==> config.mk <==
export PLATFORM = sky130hd
export DESIGN_NAME = evq_fifo
export DESIGN_NICKNAME = d
export VERILOG_FILES = /design/src/rtl/evq_pkg.sv /design/src/rtl/evq_intake.sv /design/src/rtl/evq_seq.sv /design/src/rtl/evq_shelf.sv /design/src/rtl/evq_fifo.sv
export SDC_FILE = /design/constraint.sdc
export NUM_CORES = 1
export LEC_CHECK = 0
export BUFFER_PORTS_ARGS = -buffer_cell sky130_fd_sc_hd__clkbuf_2
export CAP_MARGIN = 30
export CORE_MARGIN = 2
export CORE_UTILIZATION = 46
export CTS_CLUSTER_SIZE = 28
export DETAILED_ROUTE_END_ITERATION = 8
export PLACE_DENSITY_LB_ADDON = 0.05
export SLEW_MARGIN = 20
export SYNTH_ARGS = -nofsm -noshare
export SYNTH_HDL_FRONTEND = slang
export SYNTH_HIERARCHICAL = 1
export SYNTH_SLANG_ARGS = --single-unit
==> constraint.sdc <==
create_clock -name clk -period 3.2 [get_ports clk]
set_clock_uncertainty 0.05 [all_clocks]
set_input_delay 0.64 -clock clk [delete_from_list [all_inputs] [get_ports clk]]
set_output_delay 0.64 -clock clk [all_outputs]
set_load 0.05 [all_outputs]
==> src/rtl/evq_pkg.sv <==
package evq_pkg;
    typedef enum logic [1:0] {
        ST_OPEN = 2'd0,
        ST_MOVE = 2'd1,
        ST_HOLD = 2'd2
    } seq_state_t;

    localparam int SRC_KEY = 0;
    localparam int SRC_GPI = 1;
    localparam int SRC_LGC = 2;
    localparam int NUM_SRC = 3;
endpackage

==> src/rtl/evq_intake.sv <==
module evq_intake #(
    parameter int W    = 8,
    parameter int QD   = 4,
    parameter int NSRC = 3,
    localparam int QCW = $clog2(QD + 1)
) (
    input  logic                      clk,
    input  logic                      rst_n,
    input  logic [NSRC-1:0]           src_vld,
    input  logic [NSRC-1:0][W-1:0]    src_code,
    input  logic                      pop,
    output logic [W-1:0]              head,
    output logic [QCW-1:0]            q_cnt,
    output logic [QCW-1:0]            q_cnt_nxt,
    output logic                      drop
);
    logic [QD-1:0][W-1:0] q_mem;
    logic [QD-1:0][W-1:0] q_work;

    always_comb begin
        q_work    = q_mem;
        q_cnt_nxt = q_cnt;
        drop      = 1'b0;
        if (pop && q_cnt != '0) begin
            for (int j = 0; j < QD - 1; j++) begin
                q_work[j] = q_mem[j+1];
            end
            q_work[QD-1] = '0;
            q_cnt_nxt    = q_cnt - QCW'(1);
        end
        // lower source index has higher priority
        for (int s = 0; s < NSRC; s++) begin
            if (src_vld[s]) begin
                if (q_cnt_nxt < QCW'(QD)) begin
                    for (int j = 0; j < QD; j++) begin
                        if (QCW'(j) == q_cnt_nxt) begin
                            q_work[j] = src_code[s];
                        end
                    end
                    q_cnt_nxt = q_cnt_nxt + QCW'(1);
                end else begin
                    drop = 1'b1;
                end
            end
        end
    end

    always_ff @(posedge clk or negedge rst_n) begin
        if (!rst_n) begin
            q_mem <= '0;
            q_cnt <= '0;
        end else begin
            q_mem <= q_work;
            q_cnt <= q_cnt_nxt;
        end
    end

    assign head = q_mem[0];
endmodule

==> src/rtl/evq_seq.sv <==
module evq_seq
    import evq_pkg::*;
#(
    parameter int QCW = 3
) (
    input  logic           clk,
    input  logic           rst_n,
    input  logic           bus_hold,
    input  logic [QCW-1:0] q_cnt_nxt,
    output logic           xfer
);
    seq_state_t state, state_nxt;

    always_ff @(posedge clk or negedge rst_n) begin
        if (!rst_n) begin
            state <= ST_OPEN;
        end else begin
            state <= state_nxt;
        end
    end

    always_comb begin
        state_nxt = state;
        unique case (state)
            ST_OPEN: begin
                if (bus_hold)               state_nxt = ST_HOLD;
                else if (q_cnt_nxt != '0)   state_nxt = ST_MOVE;
            end
            ST_MOVE: begin
                if (bus_hold)               state_nxt = ST_HOLD;
                else if (q_cnt_nxt == '0)   state_nxt = ST_OPEN;
            end
            ST_HOLD: begin
                if (!bus_hold) begin
                    state_nxt = (q_cnt_nxt != '0) ? ST_MOVE : ST_OPEN;
                end
            end
            default: state_nxt = ST_OPEN;
        endcase
    end

    always_comb begin
        xfer = 1'b0;
        unique case (state)
            ST_OPEN: xfer = 1'b0;
            ST_MOVE: xfer = !bus_hold;
            ST_HOLD: xfer = 1'b0;
            default: xfer = 1'b0;
        endcase
    end
endmodule

==> src/rtl/evq_shelf.sv <==
module evq_shelf #(
    parameter int W     = 8,
    parameter int DEPTH = 16,
    localparam int CW   = $clog2(DEPTH + 1)
) (
    input  logic          clk,
    input  logic          rst_n,
    input  logic          wr_req,
    input  logic [W-1:0]  wr_data,
    input  logic          rd_pop,
    input  logic          lost_in,
    input  logic          ovf_clr,
    output logic [W-1:0]  head,
    output logic [CW-1:0] count,
    output logic          stored,
    output logic          ovf_flag
);
    logic [DEPTH-1:0][W-1:0] slot;
    logic pop_eff;
    logic wr_ok;

    assign pop_eff = rd_pop && (count != '0);
    assign wr_ok   = wr_req && ((count < CW'(DEPTH)) || pop_eff);
    assign stored  = wr_ok;

    for (genvar i = 0; i < DEPTH; i++) begin : g_slot
        logic [W-1:0] above;
        if (i < DEPTH - 1) begin : g_mid
            assign above = slot[i+1];
        end else begin : g_top
            assign above = '0;
        end

        always_ff @(posedge clk or negedge rst_n) begin
            if (!rst_n) begin
                slot[i] <= '0;
            end else if (pop_eff) begin
                if (wr_ok && (CW'(i + 1) == count)) begin
                    slot[i] <= wr_data;
                end else begin
                    slot[i] <= above;
                end
            end else if (wr_ok && (CW'(i) == count)) begin
                slot[i] <= wr_data;
            end
        end
    end

    always_ff @(posedge clk or negedge rst_n) begin
        if (!rst_n) begin
            count    <= '0;
            ovf_flag <= 1'b0;
        end else begin
            count <= count + CW'(wr_ok) - CW'(pop_eff);
            if ((wr_req && !wr_ok) || lost_in) begin
                ovf_flag <= 1'b1;
            end else if (ovf_clr) begin
                ovf_flag <= 1'b0;
            end
        end
    end

    assign head = (count == '0) ? '0 : slot[0];
endmodule

==> src/rtl/evq_fifo.sv <==
module evq_fifo
    import evq_pkg::*;
#(
    parameter int W     = 8,
    parameter int DEPTH = 16,
    parameter int QD    = 4,
    localparam int CW   = $clog2(DEPTH + 1),
    localparam int QCW  = $clog2(QD + 1)
) (
    input  logic          clk,
    input  logic          rst_n,
    input  logic          key_vld,
    input  logic [W-1:0]  key_code,
    input  logic          gpi_vld,
    input  logic [W-1:0]  gpi_code,
    input  logic          lgc_vld,
    input  logic [W-1:0]  lgc_code,
    input  logic          bus_hold,
    input  logic          rd_pop,
    output logic [W-1:0]  rd_data,
    output logic [CW-1:0] ev_count,
    input  logic          ovf_clr,
    input  logic          ovf_irq_en,
    output logic          ovf_flag,
    output logic          ovf_irq,
    input  logic          ev_irq_clr,
    output logic          ev_irq
);
    logic [NUM_SRC-1:0]        src_vld;
    logic [NUM_SRC-1:0][W-1:0] src_code;
    logic [W-1:0]              q_head;
    logic [QCW-1:0]            q_cnt;
    logic [QCW-1:0]            q_cnt_nxt;
    logic                      q_drop;
    logic                      xfer;
    logic                      stored;

    always_comb begin
        src_vld           = '0;
        src_code          = '0;
        src_vld[SRC_KEY]  = key_vld;
        src_code[SRC_KEY] = key_code;
        src_vld[SRC_GPI]  = gpi_vld;
        src_code[SRC_GPI] = gpi_code;
        src_vld[SRC_LGC]  = lgc_vld;
        src_code[SRC_LGC] = lgc_code;
    end

    evq_intake #(.W(W), .QD(QD), .NSRC(NUM_SRC)) u_intake (
        .clk       (clk),
        .rst_n     (rst_n),
        .src_vld   (src_vld),
        .src_code  (src_code),
        .pop       (xfer),
        .head      (q_head),
        .q_cnt     (q_cnt),
        .q_cnt_nxt (q_cnt_nxt),
        .drop      (q_drop)
    );

    evq_seq #(.QCW(QCW)) u_seq (
        .clk       (clk),
        .rst_n     (rst_n),
        .bus_hold  (bus_hold),
        .q_cnt_nxt (q_cnt_nxt),
        .xfer      (xfer)
    );

    evq_shelf #(.W(W), .DEPTH(DEPTH)) u_shelf (
        .clk      (clk),
        .rst_n    (rst_n),
        .wr_req   (xfer),
        .wr_data  (q_head),
        .rd_pop   (rd_pop),
        .lost_in  (q_drop),
        .ovf_clr  (ovf_clr),
        .head     (rd_data),
        .count    (ev_count),
        .stored   (stored),
        .ovf_flag (ovf_flag)
    );

    always_ff @(posedge clk or negedge rst_n) begin
        if (!rst_n) begin
            ev_irq <= 1'b0;
        end else if (stored) begin
            ev_irq <= 1'b1;
        end else if (ev_irq_clr) begin
            ev_irq <= 1'b0;
        end
    end

    assign ovf_irq = ovf_flag && ovf_irq_en;
endmodule

# Yosys cells after proc, flatten, opt, wreduce, memory -nomap -nowiden
# Cells that the tools add are included.
[classes] add_sub_neg=6 multipliers=0 div=0 n_lt_le_gt_ge=4 n_eq_ne=30 shifts=0 mux=78 bitwise=0 n_reduce_logical=39
[op_table] op="$mux W8" n=46
[op_table] op="$mux W32" n=7
[op_table] op="$eq A4 B5 Y1 const A" n=8
[op_table] op="$logic_and A1 B1 Y1" n=22
[op_table] op="$mux W3" n=7
[op_table] op="$eq A3 B5 Y1 const A" n=4
[op_table] op="$eq A2 B3 Y1 const A" n=6
[op_table] op="$logic_not A3 Y1" n=4
[op_table] op="$mux W1" n=12
[op_table] op="$eq A2 B5 Y1 const A" n=2
[op_table] op="$mux W2" n=5
[op_table] op="$add A3 B1 Y3 const B" n=3
[op_table] op="$eq A1 B3 Y1 const A" n=3
[op_table] op="$lt A3 B3 Y1 const B" n=3
[op_table] op="$ne A3 B2 Y1 const B" n=2
[op_table] op="$pmux W2 S3" n=1
[op_table] op="$reduce_bool A2 Y1" n=3
[op_table] op="$reduce_bool A3 Y1" n=2
[op_table] op="$add A5 B1 Y5" n=1
[op_table] op="$eq A1 B5 Y1 const A" n=1
[op_table] op="$eq A5 B5 Y1 const A" n=1
[op_table] op="$logic_not A5 Y1" n=1
[op_table] op="$lt A5 B5 Y1 const B" n=1
[op_table] op="$reduce_bool A5 Y1" n=1
[op_table] op="other kinds (9)" n=11
[totals] reg_bits=172 latch_bits=0 ramBits=0 rom_bits=0 output_inout_bits=16 wordCells=182 mem_count=0

# Longest topological paths before layout
[depth] ltp_word=17 depth_mapped=18 depth_no_buf=17

# Cells and area by module
# The synthesis kept the hierarchy.
[modules_own_cells] mod="evq_shelf" n_inst=1 cells_per_inst=537 area_per_inst_um2=6249.7 seq_area_each_um2=3353.2
[modules_own_cells] mod="evq_intake" n_inst=1 cells_per_inst=287 area_per_inst_um2=2935.3 seq_area_each_um2=875.8
[modules_own_cells] mod="evq_seq" n_inst=1 cells_per_inst=6 area_per_inst_um2=91.3 seq_area_each_um2=50.0
[modules_own_cells] mod="evq_fifo" n_inst=1 cells_per_inst=4 area_per_inst_um2=42.5 seq_area_each_um2=25.0

# Least setup slack after synthesis
# No wires, ideal clock.
[synth_path] path_kind="in2reg" from="input bus_hold" to="register u_seq.state[0]" arrival_time_ns=3.493 required_time_ns=3.022 path_slack_ns=-0.471 cell_stages=16 cell_sequence="nor3b_2 > buf_6 > inv_1 > nor2_1 > xnor2_1 > ha_1 > nand2_1 > nand2_1 > nor2_1 > nor2_1 > a21oi_1 > inv_1 > ha_1 > mux2_4 > nor3_1 > a211oi_2"
[synth_between] elab_chain_cells=17 elab_cells_between_ends=27 cone_classes="3 x add/sub; 3 x order compare; 3 x eq/ne; 13 x mux; 5 x reduce/logical"
[synth_lines] element="start, declared" line="evq_fifo.sv:18" rtl="input logic bus_hold,"
[synth_lines] element="$logic_not A1 Y1 (*)"
[synth_lines] element="$mux W1 (*)" line="evq_seq.sv:44" rtl="unique case (state)"
[synth_lines] element="$logic_and A1 B1 Y1 (*)" line="evq_intake.sv:24" rtl="if (pop && q_cnt != '0) begin"
[synth_lines] element="$mux W3 (*)" line="evq_intake.sv:24"
[synth_lines] element="$add A3 B1 Y3 or $lt A3 B3 Y1 (tied branches)" line="evq_intake.sv:40, evq_intake.sv:34"
[synth_lines] element="$mux W3" line="evq_intake.sv:34" rtl="if (q_cnt_nxt < QCW'(QD)) begin"
[synth_lines] element="$mux W3 (*)" line="evq_intake.sv:33" rtl="if (src_vld[s]) begin"
[synth_lines] element="$add A3 B1 Y3 or $lt A3 B3 Y1 (tied branches)" line="evq_intake.sv:40, evq_intake.sv:34"
[synth_lines] element="(+2 left out)"
[synth_lines] element="$add A3 B1 Y3 or $lt A3 B3 Y1 (tied branches)" line="evq_intake.sv:40, evq_intake.sv:34"
[synth_lines] element="$mux W3" line="evq_intake.sv:34"
[synth_lines] element="$mux W3 (*)" line="evq_intake.sv:33"
[synth_lines] element="named net q_cnt_nxt[1]" line="evq_fifo.sv:33" rtl="logic [QCW-1:0] q_cnt_nxt;"
[synth_lines] element="$reduce_bool A3 Y1" line="evq_seq.sv:27, evq_seq.sv:35"
[synth_lines] element="$mux W1" line="evq_seq.sv:35" rtl="state_nxt = (q_cnt_nxt != '0) ? ST_MOVE : ST_OPEN;"
[synth_lines] element="$mux W2" line="evq_seq.sv:34" rtl="if (!bus_hold) begin"
[synth_lines] element="$pmux W2 S3" line="evq_seq.sv:24" rtl="unique case (state)"
[synth_lines] element="end signal, assigned" line="evq_seq.sv:18" rtl="state <= state_nxt;"
[synth_lines] element="end, declared" line="evq_seq.sv:12" rtl="seq_state_t state, state_nxt;"
# The timed path passes the listed nets; every way through them passes the cells marked *. The select of a mux whose other input is x is not followed.
# A chain may end at the register's enable or synchronous reset.

==> impl_metrics.toml <==
[timing]
setup_violations = 0
whs_ns = 0.192
max_slew_margin = 0.444
worst_pin_slew_ns = 0.831
period_share = 0.961
max_freq_ghz = 0.325
layout_setup_ws_ns = 0.124
finalHoldViolations = 0
min_period_ns = 3.08
finalMaxSlewViolations = 0

[routing]
drcViolationCount = 0
ant_nets = 0
drt_iter0_markers = 411
via_per_inst = 6.11
dr.pass1.iters = 5
drt-total-wl_um = 26300
wl_per_cell_um = 21.8
dr_total_vias = 7363

[pwr]
power_frac_comb = 0.435
clkPwrFrac = 0.213
switchingPower_w = 0.00406
finalPower_w = 0.0103
internal_power_w = 0.00626
swShare = 0.393
seqPwrFrac = 0.352
pwr_density_cell_mw_per_mm2 = 944
leakagePower_nw = 4.58
ir_drop_v = 0.000497

[clocking]
clock_sinks = 172
root_buffer = "clkbuf_16"
clk_latency_ns = 0.43
clk_pin_slew_ns = 0.07
cts_tree = "yes"
cts.path.max_buffers = 2
numCtsBuffers = 17
ctsHoldBuffers = 0
cts_max_level = 4

[worst_setup_path]
critical-path-max-stage-delay_ns = 0.42
path_buf_inv = 3
cp.required_ns = 3.46
crit_chain = "inv_2 -> ha_4 -> nand2b_4 -> and3_4 -> or2_4 -> inv_1 -> ha_1 -> a21oi_1 -> ha_1 -> a21oi_2 -> ha_2 -> and3_4 -> buf_12 -> mux2_4"
start_kind = "register"
crit_path_end_kind = "register"
crit_type = "register to register"
r2r_slack_ns = 0.12
critPathSlowestCell = "dfrtp_1"
cpLargestDelayFamily = "adder cells"
arrival_ns = 3.34
crit_fanout = 8

[placed_design]
post_dp_cell_area_mm2 = 0.0102
pre_cts_ws_ns = -0.174
dp_cells = 1169
hpwl_um = 18600
place_congestion = 0.883
port_buffers = 49

[finish]
finalInstanceArea_mm2 = 0.0109
diodes = 0
drive_gt1_frac = 0.318
final_nets = 974
area_growth_pct = 17.3
final_cells = 1205

[status]
outcome = "finished clean"

[global_route]
grt_overflow = 0
grt_use_total = 0.250
grt_max_degree = 80
grt_pass1_wl_um = 42000
grt_pass1_vias = 7615
antenna_found_initial = 0

[synthesis]
synth_top_family_by_area = "compound AO/OA/AOI/OAI gates"
dominantRegCellSynth = "dfrtp_1"
synthArstFlopShare = 1.00
synth_nets = 885
synthAdderAreaFrac = 0.0236
synth_top_cell_by_area = "dfrtp_1"
syn_inst = 834
syn_area_mm2 = 0.00932
seq_area_frac_synth = 0.462
netlist_top_cells_count = "dfrtp_1 (172), nand2_1 (89), o221a_1 (80)"
synth_compound_area_frac = 0.225
syn_avg_cell_area_um2 = 11.2
synthXorXnorAreaFrac = 0.00658
synth_edf_count = 0
synth-simple-area-share = 0.135
synth_top_area_frac = 0.462
ys_warn_count = 6
synth.most_common_cell = "dfrtp_1"
synthTopCellsByArea = "dfrtp_1 (46%), o221a_1 (9.7%), mux2_2 (5.8%), nand2_1 (3.6%), mux2_4 (2.7%)"
synthMuxAreaShare = 0.104
synth-seq-cells = 172
ys_types = 70

[die]
die_y_um = 146
fp.coreArea_mm2 = 0.0200
die_w_um = 146
die_area_mm2 = 0.0214
ioPinCount = 50
core.rowCount = 52
start_util = 0.465

[run]
drv_cap = 0

[hold_path]
worstHoldPathType = "input pin to async pin"
logic make-up after synthesis:
kind of cell / Yosys count
AOI/OAI and AO/OA: 235
and+or+nand+nor: 232
DFF: 172
buffers and inverters: 89
muxes: 82
adders and majority gates: 17
xor gates and xnor gates: 7
power by group through the flow:
stage	Sequential [W]	Combinational, W	Clock [W]
floorplan	0.00352	0.00304	0
global placement	0.00364	0.00425	0
detailed placement	0.00364	0.00437	0
CTS	0.00363	0.00439	0.00223
global route	0.00372	0.00484	0.00232
finish	0.00363	0.00449	0.00220
area by class of cell:
cell class / count / area [µm²]
flip-flops and latches: 172 / 4310
well taps: 270 / 338
multi-input cells: 573 / 4700
fillers: 1824 / 9110
repair buffers: 120 / 813
clock inverters: 11 / 156
inverters: 39 / 149
clock buffers: 20 / 467
flip-flops by register name, summed over array words and instances (netlist names):
signal                count
u_shelf/g_slot.above    120
u_intake/q_mem           24
u_intake/head             8
u_shelf/slot              8
u_shelf/count             5
u_intake/q_cnt            3
u_seq/state               2
ev_irq                    1
u_shelf/ovf_flag          1
per-stage QoR:
| step | TNS [ns] | util |
|---|---|---|
| 3_3_place_gp | -1.55 | 0.511 |
| 5_1_grt | -0.0653 | 0.546 |
| 2_1_floorplan | -0.547 | - |
| 3_5_place_dp | -3.71 | 0.511 |
| 4_1_cts | 0 | 0.542 |
| 6_report | 0 | 0.546 |
layout by cell type (no fill, tap or decap), types with 8 or more instances in the layout:
| cell | synthesis | routed |
|---|---|---|
| nand4_1 | 17 | 17 |
| and2_1 | 9 | 9 |
| mux2i_1 | 17 | 17 |
| o21ai_0 | 16 | 10 |
| dfrtp_1 | 172 | 171 |
| mux2_2 | 48 | 48 |
| clkbuf_2 | 0 | 48 |
| a221o_1 | 8 | 8 |
| ha_1 | 16 | 13 |
| nand2_1 | 89 | 89 |
| mux2_4 | 17 | 17 |
| inv_1 | 38 | 35 |
| o221a_1 | 80 | 80 |
| a22o_1 | 16 | 16 |
| buf_4 | 8 | 68 |
| nor4_1 | 9 | 9 |
| nand2b_1 | 14 | 13 |
| o21ai_1 | 2 | 8 |
| a222oi_1 | 8 | 8 |
| or2_2 | 26 | 25 |
| clkbuf_16 | 0 | 17 |
| o22ai_1 | 27 | 27 |
| nor2_1 | 22 | 20 |
| a31oi_1 | 32 | 32 |
path summary, 6_finish.rpt:
path,endpoint,cells after the start,start
setup / recovery,u_intake/q_mem[27]$_DFF_PN0_,14,u_intake/q_cnt[1]$_DFF_PN0_
hold / removal,u_shelf/g_slot[3].above[5]$_DFF_PN0_,1,rst_n
setup reg to reg,u_intake/q_mem[27]$_DFF_PN0_,14,u_intake/q_cnt[1]$_DFF_PN0_
hold reg to reg,ev_irq$_DFFE_PN0P_,1,ev_irq$_DFFE_PN0P_
max in group asynchronous,u_shelf/g_slot[13].above[7]$_DFF_PN0_,2,rst_n
min in group clk,ev_irq$_DFFE_PN0P_,3,ev_irq_clr
what timing repair did:
action | 4_1_cts | 5_1_grt
endpoints found under the setup margin | 4 | 42
resized for setup | 1 | 10
buffers inserted | 0 | 5
pin swaps | 1 | 1
hold endpoints to repair | 0 | 0
cloned | 0 | 0
routing by layer:
layer	wire [µm]	up-vias	global-route usage	part of all wire
met2	13200	208	0.429	0.50
met1	11100	3754	0.318	0.42
met4	573	0	0.0772	0.022
met3	1480	34	0.0528	0.056
met5	0	-	0	0
li1	-	3367	-	-
Note: power is estimated with default switching activity, not from simulation.
